--- src/rtl/sgi_pkg.sv ---
package sgi_pkg;
   localparam int unsigned AFF_LVL_W = 8;
   localparam int unsigned AFF_W     = 3 * AFF_LVL_W;
   localparam int unsigned LIST_W    = 16;
   localparam int unsigned SGI_W     = 4;

   typedef struct packed {
      logic [SGI_W-1:0]     sgi;
      logic                 bcast;
      logic [LIST_W-1:0]    tlist;
      logic [AFF_LVL_W-1:0] lv1;
      logic [AFF_LVL_W-1:0] lv2;
      logic [AFF_LVL_W-1:0] lv3;
   } sgi_req_t;

   // Field positions of the request word
   function automatic sgi_req_t decode_req(input logic [63:0] w);
      sgi_req_t r;
      r.sgi   = w[27:24];
      r.bcast = w[40];
      r.tlist = w[15:0];
      r.lv1   = w[23:16];
      r.lv2   = w[39:32];
      r.lv3   = w[55:48];
      return r;
   endfunction

   // Targeted-mode hit test of one CPU affinity against the live list
   function automatic logic aff_hit(input sgi_req_t r, input logic [LIST_W-1:0] live,
                                    input logic [AFF_W-1:0] aff);
      return (r.lv3 == '0) && (aff[23:16] == r.lv2) && (aff[15:8] == r.lv1)
             && (aff[7:4] == 4'h0) && live[aff[3:0]];
   endfunction
endpackage

--- src/rtl/sgi_target_select.sv ---
module sgi_target_select
   import sgi_pkg::*;
#(
   parameter int unsigned NUM_CPUS  = 8,
   parameter bit          PAR_MATCH = 1'b0,
   localparam int unsigned IDX_W    = (NUM_CPUS > 1) ? $clog2(NUM_CPUS) : 1
) (
   input  sgi_req_t                  req_i,
   input  logic [LIST_W-1:0]         live_i,
   input  logic [IDX_W-1:0]          src_i,
   input  logic [IDX_W-1:0]          idx_i,
   input  logic [NUM_CPUS*AFF_W-1:0] aff_i,
   output logic                      hit_o,
   output logic [LIST_W-1:0]         clr_o
);
   logic [AFF_W-1:0] cur_aff;
   logic             thit;

   assign cur_aff = aff_i[32'(idx_i)*AFF_W +: AFF_W];

   generate
      if (PAR_MATCH) begin : g_par
         // One comparator per CPU, result picked by the scan index
         logic [NUM_CPUS-1:0] hv;
         for (genvar c = 0; c < NUM_CPUS; c++) begin : g_cmp
            assign hv[c] = aff_hit(req_i, live_i, aff_i[c*AFF_W +: AFF_W]);
         end
         assign thit = hv[idx_i];
      end else begin : g_mux
         // One shared comparator fed by the affinity mux
         assign thit = aff_hit(req_i, live_i, cur_aff);
      end
   endgenerate

   always_comb begin
      if (req_i.bcast) begin
         hit_o = (idx_i != src_i);
         clr_o = '0;
      end else begin
         hit_o = thit;
         clr_o = thit ? (LIST_W'(1) << cur_aff[3:0]) : '0;
      end
   end
endmodule

--- src/rtl/sgi_scan_ctrl.sv ---
module sgi_scan_ctrl
   import sgi_pkg::*;
#(
   parameter int unsigned NUM_CPUS = 8,
   localparam int unsigned IDX_W   = (NUM_CPUS > 1) ? $clog2(NUM_CPUS) : 1,
   localparam logic [IDX_W-1:0] LAST_IDX = IDX_W'(NUM_CPUS - 1)
) (
   input  logic              clk_i,
   input  logic              rst_ni,
   input  logic              start_i,
   input  sgi_req_t          req_i,
   input  logic [IDX_W-1:0]  src_i,
   input  logic [LIST_W-1:0] clr_i,
   output logic              busy_o,
   output logic              done_o,
   output logic [IDX_W-1:0]  idx_o,
   output logic [LIST_W-1:0] live_o,
   output sgi_req_t          req_q_o,
   output logic [IDX_W-1:0]  src_q_o
);
   logic [LIST_W-1:0] live_nxt;
   logic              stop;

   assign live_nxt = live_o & ~clr_i;
   assign stop     = (!req_q_o.bcast && (live_nxt == '0)) || (idx_o == LAST_IDX);

   always_ff @(posedge clk_i or negedge rst_ni) begin
      if (!rst_ni) begin
         busy_o  <= 1'b0;
         done_o  <= 1'b0;
         idx_o   <= '0;
         live_o  <= '0;
         req_q_o <= '0;
         src_q_o <= '0;
      end else begin
         done_o <= 1'b0;
         if (!busy_o) begin
            if (start_i) begin
               busy_o  <= 1'b1;
               idx_o   <= '0;
               req_q_o <= req_i;
               live_o  <= req_i.tlist;
               src_q_o <= src_i;
            end
         end else begin
            live_o <= live_nxt;
            if (stop) begin
               busy_o <= 1'b0;
               done_o <= 1'b1;
            end else begin
               idx_o <= idx_o + 1'b1;
            end
         end
      end
   end
endmodule

--- src/rtl/sgi_dispatch.sv ---
module sgi_dispatch
   import sgi_pkg::*;
#(
   parameter int unsigned NUM_CPUS  = 8,
   parameter bit          PAR_MATCH = 1'b0,
   localparam int unsigned IDX_W    = (NUM_CPUS > 1) ? $clog2(NUM_CPUS) : 1
) (
   input  logic                      clk_i,
   input  logic                      rst_ni,
   input  logic                      req_valid_i,
   input  logic [63:0]               req_word_i,
   input  logic [IDX_W-1:0]          req_src_i,
   input  logic [NUM_CPUS*AFF_W-1:0] cpu_aff_i,
   output logic                      busy_o,
   output logic                      done_o,
   output logic                      set_valid_o,
   output logic [IDX_W-1:0]          set_cpu_o,
   output logic [SGI_W-1:0]          set_sgi_o
);
   generate
      if (NUM_CPUS < 1 || NUM_CPUS > LIST_W) begin : g_bad_cfg
         $error("sgi_dispatch: NUM_CPUS must lie in 1..16");
      end
   endgenerate

   sgi_req_t          req_q;
   logic [LIST_W-1:0] live;
   logic [LIST_W-1:0] clr;
   logic [IDX_W-1:0]  idx;
   logic [IDX_W-1:0]  src_q;
   logic              hit;

   sgi_scan_ctrl #(.NUM_CPUS(NUM_CPUS)) u_ctrl (
      .clk_i   (clk_i),
      .rst_ni  (rst_ni),
      .start_i (req_valid_i),
      .req_i   (decode_req(req_word_i)),
      .src_i   (req_src_i),
      .clr_i   (clr),
      .busy_o  (busy_o),
      .done_o  (done_o),
      .idx_o   (idx),
      .live_o  (live),
      .req_q_o (req_q),
      .src_q_o (src_q)
   );

   sgi_target_select #(.NUM_CPUS(NUM_CPUS), .PAR_MATCH(PAR_MATCH)) u_sel (
      .req_i  (req_q),
      .live_i (live),
      .src_i  (src_q),
      .idx_i  (idx),
      .aff_i  (cpu_aff_i),
      .hit_o  (hit),
      .clr_o  (clr)
   );

   assign set_valid_o = busy_o & hit;
   assign set_cpu_o   = idx;
   assign set_sgi_o   = req_q.sgi;
endmodule

--- config.mk ---
export PLATFORM = sky130hd
export DESIGN_NAME = sgi_dispatch
export DESIGN_NICKNAME = d
export VERILOG_FILES = /design/src/rtl/sgi_pkg.sv /design/src/rtl/sgi_target_select.sv /design/src/rtl/sgi_scan_ctrl.sv /design/src/rtl/sgi_dispatch.sv
export SDC_FILE = /design/constraint.sdc
export NUM_CORES = 1
export LEC_CHECK = 0
export BUFFER_PORTS_ARGS = -buffer_cell sky130_fd_sc_hd__buf_4
export CAP_MARGIN = 20
export CORE_AREA = 2 2 106 108
export DETAILED_ROUTE_END_ITERATION = 16
export DIE_AREA = 0 0 108 110
export PLACE_DENSITY = 0.83
export SLEW_MARGIN = 20
export SYNTH_ARGS = -nofsm -noshare
export SYNTH_HDL_FRONTEND = slang
export SYNTH_SLANG_ARGS = --single-unit
export TNS_END_PERCENT = 5
--- constraint.sdc ---
create_clock -name clk_i -period 9 [get_ports clk_i]
set_clock_uncertainty 0.05 [all_clocks]
set_input_delay 0 -clock clk_i [delete_from_list [all_inputs] [get_ports clk_i]]
set_output_delay 0 -clock clk_i [all_outputs]
set_load 0.1 [all_outputs]
* Yosys cells after proc, flatten, opt, wreduce, memory -nomap -nowiden
Index checks and enable logic that the tools add are counted.
** Word-level totals
- Bits in registers :: 53
** Operators by class
- Add/subtract/negate cells :: 1
- Multipliers :: 1
- Magnitude comparators :: 1
- Equal/unequal tests :: 5
- Shift operators :: 2
- Multiplexer cells :: 15
- Bitwise gates (word level) :: 4
- Reductions and logical operators :: 13
** Operator list (number)
- $shiftx A192 B9 Y24 :: 1
- $mux W16 :: 4
- $and A16 B16 Y16 :: 1
- $eq A8 B8 Y1 :: 2
- $logic_not A16 Y1 :: 1
- $not A16 Y16 :: 1
- $shl A1 B4 Y16 const A :: 1
- $mux W3 :: 3
- $logic_not A8 Y1 :: 1
- $mux W1 :: 7
- $logic_and A1 B1 Y1 :: 5
- $lt A4 B5 Y1 const B :: 1
- $mul A3 B2 Y5 const B :: 1
- $bmux W1 S4 :: 1
- $logic_not A4 Y1 :: 1
- $reduce_and A2 Y1 :: 2
- $add A3 B1 Y3 const B :: 1
- $eq A3 B3 Y1 const B :: 1
- $ne A3 B3 Y1 :: 1
- $ne A2 B2 Y1 const B :: 1
- $reduce_bool A2 Y1 :: 1
- $and A1 B1 Y1 :: 1
- $logic_not A1 Y1 :: 1
- $logic_or A1 B1 Y1 :: 1
- $not A1 Y1 :: 1

* Logic depth before layout (Yosys ltp)
Gate-level depths: netlist (run 1).
- Depth after elaboration :: 16
- Depth in mapped cells :: 16
- Mapped depth without buffers :: 11

* By module
A second synthesis (run 1) with hierarchy kept.
** Second synthesis, totals
- Cells, all modules :: 403
- Area, all modules :: 4875.9 µm²
** Modules (own cells, without submodules)
- sgi_scan_ctrl :: times used 1, cells an instance 220, area each 2941.6 µm²
- sgi_target_select :: times used 1, cells an instance 182, area each 1928.1 µm²
- sgi_dispatch :: times used 1, cells an instance 1, area each 6.3 µm²

* Worst setup path after synthesis (run 1)
Ideal clock, no wire load.
- Kind :: reg-to-output
- From :: reg u_ctrl.idx_o[2]
- To :: out set_valid_o
- Arrival time :: 4.550 ns
- Required time :: 8.950 ns
- Setup slack :: 4.400 ns
- Stages on the path, launching flop included :: 13
- Cells stage by stage :: dfrtp_1 buf_2 buf_1 mux4_2 mux2i_1 xor2_1 o21ai_0 nor4_2 nand4_2 buf_2 a21oi_1 mux2i_1 nor2b_1
** On the way
- Word-level cells in the longest chain between the ends :: 9
- Elaborated cells on any way between the ends :: 14
** Ends and longest elaborated chain
- start: declaration :: line sgi_scan_ctrl.sv:16 : output logic [IDX_W-1:0] idx_o,
- start signal: assignment :: line sgi_scan_ctrl.sv:51 : idx_o <= idx_o + 1'b1;
- parallel branches: the longest is 7 deep, another holds $mul A3 B2 Y5
- $mux W1 (*) :: line sgi_target_select.sv:36 : if (req_i.bcast) begin
- $and A1 B1 Y1 (*) :: line sgi_dispatch.sv:58 : assign set_valid_o = busy_o & hit;
- end: declaration :: line sgi_dispatch.sv:16 : output logic set_valid_o,
Mark *: on every way between the ends. The select of a mux whose other input is x is not followed.

* Final worst setup path (run 1)
- From :: reg u_ctrl.idx_o[2]
- To :: reg u_ctrl.idx_o[2]
** On the way
- Word-level cells in the longest chain between the ends :: 16
- Elaborated cells on any way between the ends :: 25
** Ends and longest elaborated chain
- parallel branches: the longest is 16 deep, another holds $mul A3 B2 Y5
Parallel ways; which one is timed is not known. The select of a mux whose other input is x is not followed.
A chain may end at the register's enable or synchronous reset.

==> results of run 1 <==
==> cells in the mapped netlist (3+ instances only) <==
cell	instances
a21boi_0	4
a21o_1	3
a21oi_1	4
a22o_1	12
a22oi_1	7
buf_1	4
buf_2	8
buf_4	4
buf_6	5
clkbuf_1	9
dfrtp_1	53
inv_1	3
mux2_2	36
mux2i_1	43
mux4_2	28
nand2_1	39
nand2b_1	4
nand3_1	7
nor2_1	15
nor2b_1	6
nor3_1	9
nor4_1	12
o21ai_0	18
or2_2	5
or3_1	4
xnor2_1	14
xor2_1	4
==> final cells by class <==
type	count	area [um2]
Fill cell	832	3810
Multi-Input combinational cell	315	2850
Timing Repair Buffer	305	2410
Sequential cell	53	1330
Tap cell	140	175
Clock buffer	5	68.8
Clock inverter	3	26.3
Inverter	5	18.8
==> through the flow <==
stage | power [uW] | setup slack [ns] | instances | util
final | 1980 | 4.19 | 826 | 0.643
after global placement | 1780 | 4.21 | 769 | 0.589
after global routing | 2110 | 3.96 | 826 | 0.643
after detailed placement | 1820 | 4.15 | 769 | 0.589
after floorplan | 1520 | 4.40 | 404 | -
after CTS | 1990 | 4.13 | 826 | 0.643
==> sequential cells by signal, summed over array words and instances, names as in the netlist <==
signal          count
u_ctrl.idx_o        3
u_ctrl.done_o       1
u_ctrl.src_q_o      3
u_ctrl.live_o      16
u_ctrl.req_q_o     29
u_ctrl.busy_o       1
==> worst register-to-register path: cells and delay by family, from the launching register on <==
kind	cells	cell delay, ns
buffers and inverters	2	1.03
muxes	5	1.76
and+or+nand+nor	3	0.93
AOI/OAI and AO/OA	2	0.45
DFF	1	0.49
==> logic make-up after synthesis <==
family / after synthesis / share of synthesized area
xor gates and xnor gates: 18 / 0.0360
AOI/OAI and AO/OA: 65 / 0.107
buffers and inverters: 36 / 0.0477
adders and majority gates: 2 / 0.00571
DFF: 53 / 0.303
muxes: 111 / 0.355
and+or+nand+nor: 119 / 0.146
==> routing by layer <==
metal	vias to the layer above	global-route usage
met5	-	0
met4	0	0.0769
met3	33	0.0441
met2	190	0.520
met1	2127	0.280
li1	2104	-
==> report_power, final <==
| part | leakage [uW] | internal [uW] | total, uW | switching, uW |
|---|---|---|---|---|
| clock | 0.0000495 | 58.0 | 146 | 88.3 |
| sequential | 0.000645 | 358 | 478 | 120 |
| combinational | 0.00247 | 621 | 1350 | 732 |
| total | 0.00317 | 1040 | 1980 | 940 |
==> final timing paths <==
check | to | slack (ns) | cells past startpoint
max | u_ctrl.idx_o[2] | 4.19 | 12
min | u_ctrl.busy_o | 0.07 | 3
max reg2reg | u_ctrl.idx_o[2] | 4.19 | 12
min reg2reg | u_ctrl.req_q_o[42] | 0.47 | 1
max in group asynchronous | u_ctrl.idx_o[1] | 8.21 | 2
min in group asynchronous | u_ctrl.live_o[0] | 0.21 | 2
==> repair_timing <==
action	in CTS	in global routing
endpoints found under the setup margin	0	0
hold endpoints to repair	101	0
hold buffers	49	0
==> run_results.csv, run 1 <==
group,metric,value,unit
floorplan,fp.dieH,110,um
final_layout,fin_area,0.00688,mm2
sta,holdWs,0.0732,ns
global_route,grt_overflow,0,
flow_run,maxCapViolCount,0,
sta,drv_slew,0,
synth,yosysTopAreaCell,"dfrtp_1",
clocking,cts_sinks,53,
floorplan,core,0.0107,mm2
routing,drtAntennaViolNets,0,
routing,wl_met3,784,um
clocking,root_buffer,"clkbuf_8",
global_route,grt_antenna_before_repair,0,
final_layout,layout_commonest_cell,"buf_4",
clocking,postCtsSetupRepairBufs,0,
power,p_per_area,287,mW/mm2
placement,gp_congestion,0.897,
clocking,cts_max_path_buffers,2,
run_status,status,"finished, final reports clean",
synth,seq_area_frac_synth,0.303,
global_route,grt_pass1_vias,4793,
global_route,grt_pass1_wl,23.8,mm
routing,dr_total_vias,4454,
setup_path,crit_arrival,4.95,ns
power,p_leak,0.00317,uW
floorplan,pin_count,272,
clocking,cts_tree,"done",
routing,drt_pass1_iterations,4,
synth,async_reset_ff_frac,1.00,
placement,post_dp_cell_area,0.00630,mm2
global_route,grt_start_max_net_pins,54,
routing,wl,15.5,mm
synth,syn_area_per_cell,10.8,um2
synth,synth_area_leaders,"dfrtp_1 30%, mux4_2 14%, mux2i_1 9.8%",
routing,viasPerCell,5.39,
sta,rsz0062_at_grt,"no",
sta,slew_headroom,0.474,
setup_path,crit_chain,"buf_4 > clkinv_1 > mux4_2 > mux2i_1 > mux2i_1 > mux2_2 > nand3_2 > or4_4 > a22oi_2 > nand4_2 > o211ai_2 > mux2_2",
synth,synth_cells,404,
routing,drt-met1-wl,5.69,mm
setup_path,start_kind,"register",
final_layout,final_nets,949,
routing,avgRoutedWirePerCell,18.7,um
clocking,post_cts_resized,0,
final_layout,layout_common_cells,"256 x buf_4, 50 x dfrtp_1, 49 x dlygate4sd3_1",
clocking,clkTransAtPathRegs,0.10,ns
placement,dp_hpwl,12.0,mm
clocking,numCtsBuffers,5,
sta,finalCriticalPeriod,4.81,ns
floorplan,dieArea,0.0119,mm2
setup_path,crit_slowest_cell,"mux4_2",
synth,ys_ff_latch,53,
synth,ys_warn_count,0,
power,vdd_drop_max,0.000230,V
setup_path,endpoint_kind,"register",
global_route,grtUsageTotal,0.261,
sta,period_share,0.534,
setup_path,cp_max_fo,43,
synth,ys_types,61,
setup_path,rr_startpoint,"u_ctrl.idx_o[2]",
setup_path,max_stage_delay,0.80,ns
routing,drc_errors,0,
final_layout,final_layout_size_suffix_gt1_frac,0.509,
final_layout,syn_to_final_growth,57.2,%
floorplan,placementRows,38,
placement,io_buffer_count,252,
synth,syn-num-nets,668,
synth,syn_area,0.00438,mm2
sta,final.setup.tns,0,ns
sta,finalSetupViolations,0,
setup_path,worstPathRequired,9.15,ns
synth,synth_top_area_frac,0.303,
hold_path,hold_path.class,"input pin to register",
sta,worst_pin_slew,0.790,ns
sta,clock.fmax,208,MHz
synth,ys.flop_type,"dfrtp_1",
routing,top_layer,"met4",
setup_path,criticalPathCategory,"register to register",
clocking,clk-insertion-delay-late,0.32,ns
setup_path,startpoint,"u_ctrl.idx_o[2]",
final_layout,n_antenna_cell,0,
routing,drt_iter0_drc,163,
sta,hold_viol_final,0,
routing,met2_length,8.65,mm
clocking,htree_levels,2,
hold_path,hp-start,"req_valid_i",
floorplan,fp.dieW,108,um
floorplan,start_util,0.409,
setup_path,crit_buf_inv,2,
setup_path,crit_family,"multiplexers",
synth,synth_edf_count,0,
Power figures use the tool's default switching activity.
==> run 2, diff against run 1 <==
--- a/config.mk
+++ b/config.mk
@@ -7,10 +7,9 @@
 export LEC_CHECK = 0
 export BUFFER_PORTS_ARGS = -buffer_cell sky130_fd_sc_hd__buf_4
 export CAP_MARGIN = 20
-export CORE_AREA = 2 2 106 108
+export CORE_UTILIZATION = 40
 export DETAILED_ROUTE_END_ITERATION = 16
-export DIE_AREA = 0 0 108 110
-export PLACE_DENSITY = 0.83
+export PLACE_DENSITY = 0.85
 export SLEW_MARGIN = 20
 export SYNTH_ARGS = -nofsm -noshare
 export SYNTH_HDL_FRONTEND = slang
==> constraint.sdc (replaced) <==
create_clock -name clk_i -period 4.2 [get_ports clk_i]
set_clock_uncertainty 0.05 [all_clocks]
set_input_delay 0 -clock clk_i [delete_from_list [all_inputs] [get_ports clk_i]]
set_output_delay 0 -clock clk_i [all_outputs]
set_load 0.1 [all_outputs]
==> run 2 against run 1 <==
First-iteration DRC count up 17%. Non-clock buffer count up 16. Clock-buffer cell count stayed put. Power increased by 120%.
==> run_results.csv, run 2 (same netlist as run 1, synthesis figures left out) <==
group,metric,value,unit
sta,finalSetupViolations,0,
sta,hold_viol_final,0,
setup_path,max_stage_delay,0.63,ns
final_layout,largest-register,"u_ctrl.req_q_o",
final_layout,largest_reg_flops,29,
clocking,htree_levels,2,
hold_path,hold_path.class,"input pin to register",
sta,drv_slew,0,
setup_path,endpoint_kind,"register",
setup_path,start_kind,"register",
routing,wl,16.5,mm
floorplan,fp.dieH,107,um
clocking,clk-insertion-delay-late,0.34,ns
sta,finalCriticalPeriod,3.94,ns
clocking,numCtsBuffers,5,
floorplan,dieArea,0.0114,mm2
power,internal-power,2350,uW
final_layout,final_layout_size_suffix_gt1_frac,0.521,
sta,period_share,0.937,
run_status,status,"finished, final reports clean",
final_layout,fin_util,0.672,
power,p_sw,2080,uW
final_layout,n_antenna_cell,0,
global_route,grt_antenna_before_repair,0,
setup_path,cp_max_fo,21,
routing,drc_errors,0,
setup_path,crit_arrival,4.12,ns
placement,dp_hpwl,13.0,mm
clocking,cts_sinks,53,
clocking,cts_tree,"done",
setup_path,worstPathRequired,4.39,ns
placement,place_ws,0.214,ns
floorplan,core,0.0105,mm2
power,comb_power_share,0.681,
routing,dr_total_vias,4574,
power,p_per_area,630,mW/mm2
final_layout,layout_commonest_cell,"buf_4",
clocking,cts_max_path_buffers,2,
floorplan,placementRows,37,
sta,clock.fmax,254,MHz
final_layout,final_nets,965,
sta,slew_headroom,0.472,
global_route,grt_pass1_vias,5008,
global_route,grtUsageTotal,0.295,
setup_path,criticalPathCategory,"register to register",
clocking,root_buffer,"clkbuf_8",
global_route,grt_pass1_wl,25.4,mm
routing,viasPerCell,5.46,
flow_run,maxCapViolCount,0,
clocking,postCtsSetupRepairBufs,0,
power,vdd_drop_max,0.000516,V
power,p_leak,0.00326,uW
final_layout,reg.largest.list,"u_ctrl.req_q_o (29), u_ctrl.live_o (16)",
placement,gp_congestion,0.984,
power,pwr-share-seq,0.245,
sta,worst_pin_slew,0.792,ns
clocking,clkTransAtPathRegs,0.12,ns
routing,avgRoutedWirePerCell,19.7,um
floorplan,pin_count,272,
setup_path,crit_path_frequent_cell,"nand4_2",
routing,drt_pass1_iterations,4,
setup_path,crit_chain,"buf_12 > mux4_2 > mux2i_1 > xnor2_1 > nor3_1 > nand4_2 > or4_4 > a22oi_2 > nand4_2 > o211ai_2 > mux2_2",
final_layout,syn_to_final_growth,60.5,%
sta,timing.final.ws_setup,0.264,ns
placement,io_buffer_count,252,
sta,rsz0062_at_grt,"no",
power,power.share.clock,0.075,
routing,drtAntennaViolNets,0,
final_layout,layout_common_cells,"270 x buf_4, 50 x dfrtp_1, 49 x dlygate4sd3_1",
power,swShare,0.468,
global_route,grt_overflow,0,
global_route,grt_start_max_net_pins,54,
floorplan,fp.dieW,107,um
setup_path,crit_slowest_cell,"dfrtp_2",
routing,drt_iter0_drc,190,
floorplan,start_util,0.419,
-- run 2: cell types whose count changed in the layout (fill, tap and decap cells not counted), sizes merged --
cell    before  now
inv          7    6
clkinv       1    2
buf        256  272
-- run 2: power by group through the flow --
stage	Sequential, uW	Combinational (uW)	Clock (uW)
finish	1080	3020	332
global route	1120	3230	356
CTS	1070	3010	341
detailed placement	1080	2970	0
global placement	1070	2910	0
floorplan	1080	2180	0
-- run 2: worst paths after layout --
path | startpoint | to | slack (ns) | depth (start not counted)
max | u_ctrl.idx_o[0] | u_ctrl.idx_o[2] | 0.26 | 11
min | req_valid_i | u_ctrl.busy_o | 0.08 | 3
max reg2reg | u_ctrl.idx_o[0] | u_ctrl.idx_o[2] | 0.26 | 11
min reg2reg | u_ctrl.req_q_o[1] | u_ctrl.req_q_o[1] | 0.47 | 1
max in group asynchronous | rst_ni | u_ctrl.idx_o[2] | 3.36 | 2
min in group asynchronous | rst_ni | u_ctrl.live_o[15] | 0.22 | 2
-- run 2: repair_timing --
action / CTS / global route
gates resized for setup: 0 / 1
endpoints found under the setup margin: 0 / 2
hold buffers: 49 / 0
hold endpoints to repair: 101 / 0
-- run 2: per-layer routing --
layer  up-vias  wire (um)  track usage
met1      2187       6300        0.330
met3        44        988       0.0571
met5         -          0            0
li1       2136          -            -
met2       207       8610        0.544
met4         0        606        0.124
-- run 2: layout make-up --
cell class / instances / area, um2
fillers: 807 / 3430
multi-input cells: 315 / 2850
repair buffers: 321 / 2560
flip-flops and latches: 53 / 1330
well taps: 136 / 170
clock buffers: 5 / 68.8
clock inverters: 3 / 28.8
inverters: 5 / 18.8
-- run 2: metrics by stage --
step / cells / area (um2) / hold WS (ns) / total power (uW) / TNS [ns]
2_1_floorplan: 404 / 4380 / -0.346 / 3260 / -0.426
3_5_place_dp: 781 / 6440 / 0.0518 / 4050 / 0
4_1_cts: 838 / 7030 / 0.0655 / 4430 / 0
5_1_grt: 838 / 7030 / 0.102 / 4700 / 0
3_3_place_gp: 781 / 6440 / 0.0226 / 3980 / 0
6_report: 838 / 7030 / 0.0791 / 4430 / 0
-- run 2: critical path, delay by kind of cell (launching register included) --
family / cells / cell delay (ns)
xor gates and xnor gates: 1 / 0.10
muxes: 3 / 1.08
and+or+nand+nor: 4 / 1.27
DFF: 1 / 0.63
buffers and inverters: 1 / 0.24
AOI/OAI and AO/OA: 2 / 0.44
==> run 3, diff against run 2 <==
--- a/config.mk
+++ b/config.mk
@@ -7,8 +7,10 @@
 export LEC_CHECK = 0
 export BUFFER_PORTS_ARGS = -buffer_cell sky130_fd_sc_hd__buf_4
 export CAP_MARGIN = 20
+export CORE_ASPECT_RATIO = 1.1
 export CORE_UTILIZATION = 40
 export DETAILED_ROUTE_END_ITERATION = 16
+export GPL_TIMING_DRIVEN = 0
 export PLACE_DENSITY = 0.85
 export SLEW_MARGIN = 20
 export SYNTH_ARGS = -nofsm -noshare
==> run 3 against run 2 <==
Maximum frequency down 2.1%. Flip-flop and latch count unchanged. Clock power up 33%. Hold slack worse by 0.0076 ns. Critical endpoint unchanged. Largest cell class unchanged.
==> run_results.csv, run 3 (same netlist as run 1, synthesis figures left out) <==
group,metric,value,unit
setup_path,crit_arrival,4.16,ns
hold_path,whs_endpoint,"u_ctrl.busy_o",
sta,timing.final.ws_setup,0.178,ns
final_layout,reg.largest.list,"u_ctrl.req_q_o (29), u_ctrl.live_o (16)",
setup_path,start_kind,"register",
global_route,grt_overflow,0,
power,vdd_drop_max,0.000380,V
hold_path,min_path_cells,3,
global_route,grt_pass1_vias,5135,
power,p_leak,0.00330,uW
floorplan,dieArea,0.0114,mm2
setup_path,cp_max_fo,10,
sta,finalCriticalPeriod,4.02,ns
sta,hold_viol_final,0,
sta,final.setup.tns,0,ns
setup_path,r2r_slack,0.18,ns
routing,drtAntennaViolNets,0,
final_layout,final_cell_count_no_fill,857,
setup_path,r2r-end,"u_ctrl.idx_o[2]",
hold_path,hp-start,"req_valid_i",
power,power,4680,uW
routing,viasPerCell,5.51,
clocking,cts_sinks,53,
final_layout,final_layout_size_suffix_gt1_frac,0.513,
floorplan,fp.dieW,102,um
setup_path,endpoint_kind,"register",
sta,finalSetupViolations,0,
clocking,cts_max_path_buffers,2,
routing,drt_pass1_iterations,5,
hold_path,hold_path.class,"input pin to register",
routing,wl,17.0,mm
global_route,grt_pass1_wl,26.1,mm
floorplan,pin_count,272,
sta,clock.fmax,249,MHz
sta,slew_headroom,0.534,
clocking,clkTransAtPathRegs,0.08,ns
global_route,grt_start_max_net_pins,54,
clocking,numCtsBuffers,5,
final_layout,fillCellCount,831,
placement,gp_congestion,0.935,
final_layout,syn_to_final_growth,63.8,%
placement,io_buffer_count,252,
floorplan,start_util,0.415,
flow_run,maxCapViolCount,0,
setup_path,worstPathRequired,4.33,ns
clocking,htree_levels,2,
floorplan,fp.dieH,112,um
setup_path,criticalPathCategory,"register to register",
sta,worst_pin_slew,0.699,ns
run_status,status,"finished, final reports clean",
routing,drc_errors,0,
clocking,root_buffer,"clkbuf_16",
clocking,cts_tree,"done",
final_layout,fin_util,0.681,
floorplan,placementRows,39,
global_route,grt_antenna_before_repair,0,
routing,drt_iter0_drc,198,
routing,avgRoutedWirePerCell,19.8,um
clocking,clk-insertion-delay-late,0.30,ns
sta,period_share,0.958,
floorplan,core,0.0105,mm2
final_layout,layout_common_cells,"259 x buf_4, 53 x dfrtp_1, 49 x dlygate4sd3_1",
placement,dp.cells,799,
final_layout,layout_commonest_cell,"buf_4",
sta,drv_slew,0,
final_layout,largest-register,"u_ctrl.req_q_o",
final_layout,final_nets,976,
placement,place_ws,-0.206,ns
setup_path,rr_worst_depth,14,
setup_path,rr_startpoint,"u_ctrl.idx_o[0]",
placement,dp_hpwl,13.4,mm
routing,dr_total_vias,4722,
final_layout,largest_reg_flops,29,
global_route,grtUsageTotal,0.302,
power,p_per_area,653,mW/mm2
-- run 3: worst max path at each step --
stage                    startpoint               to  slack (ns)  depth (start not counted)
finish              u_ctrl.idx_o[0]  u_ctrl.idx_o[2]        0.18                         14
floorplan           u_ctrl.idx_o[2]  u_ctrl.idx_o[1]       -0.16                         13
detailed placement  u_ctrl.idx_o[2]  u_ctrl.idx_o[2]       -0.21                         13
global route        u_ctrl.idx_o[0]  u_ctrl.idx_o[1]      -0.002                         13
CTS                 u_ctrl.idx_o[1]  u_ctrl.idx_o[2]       0.007                         14
global placement    u_ctrl.idx_o[2]  u_ctrl.idx_o[1]       -0.16                         14
-- run 3: repair_timing --
item / in CTS / in global routing
endpoints found under the setup margin: 5 / 5
buffers inserted: 0 / 0
pin swaps: 0 / 3
gates resized for setup: 3 / 17
hold endpoints to repair: 101 / 0
hold buffers: 49 / 0
-- run 3: worst max-delay path, cell delays in order, from the launching register on --
cell	delay, ns
dfrtp_1	0.43
buf_6	0.16
buf_6	0.19
buf_6	0.21
clkbuf_4	0.26
nand2_1	0.09
a41oi_1	0.30
nand4b_1	0.18
nor4_4	0.32
nand4_4	0.19
or4_4	0.59
a22oi_2	0.24
nand4_4	0.15
o211ai_2	0.20
mux2_2	0.35
-- run 3: area by class of cell --
class	count	area, um2	area share
clock inverters	3	28.8	0.00401
flip-flops and latches	53	1330	0.185
well taps	143	179	0.0249
repair buffers	301	2380	0.332
plain buffers	31	211	0.0295
multi-input cells	315	2900	0.404
inverters	5	18.8	0.00262
clock buffers	5	125	0.0174
diodes	1	2.50	0.000349
-- run 3: layer usage --
metal | track usage | wire length, um | vias to the layer above
met2 | 0.547 | 8930 | 257
met5 | 0 | 0 | -
li1 | - | - | 2175
met1 | 0.350 | 6430 | 2254
met3 | 0.0571 | 1160 | 36
met4 | 0.100 | 469 | 0
-- run 3: power by group --
part           internal [uW]  total, uW  switching [uW]
combinational           1480       3250            1770
clock                    229        440             210
sequential               767        997             230
total                   2470       4680            2210
-- run 3: stage by stage --
step | hold slack (ns) | instance area (um2)
final | 0.0715 | 7170
after detailed placement | 0.0503 | 6450
after CTS | 0.0721 | 7100
after global routing | 0.117 | 7170
after floorplan | -0.346 | 4380
after global placement | 0.0278 | 6450
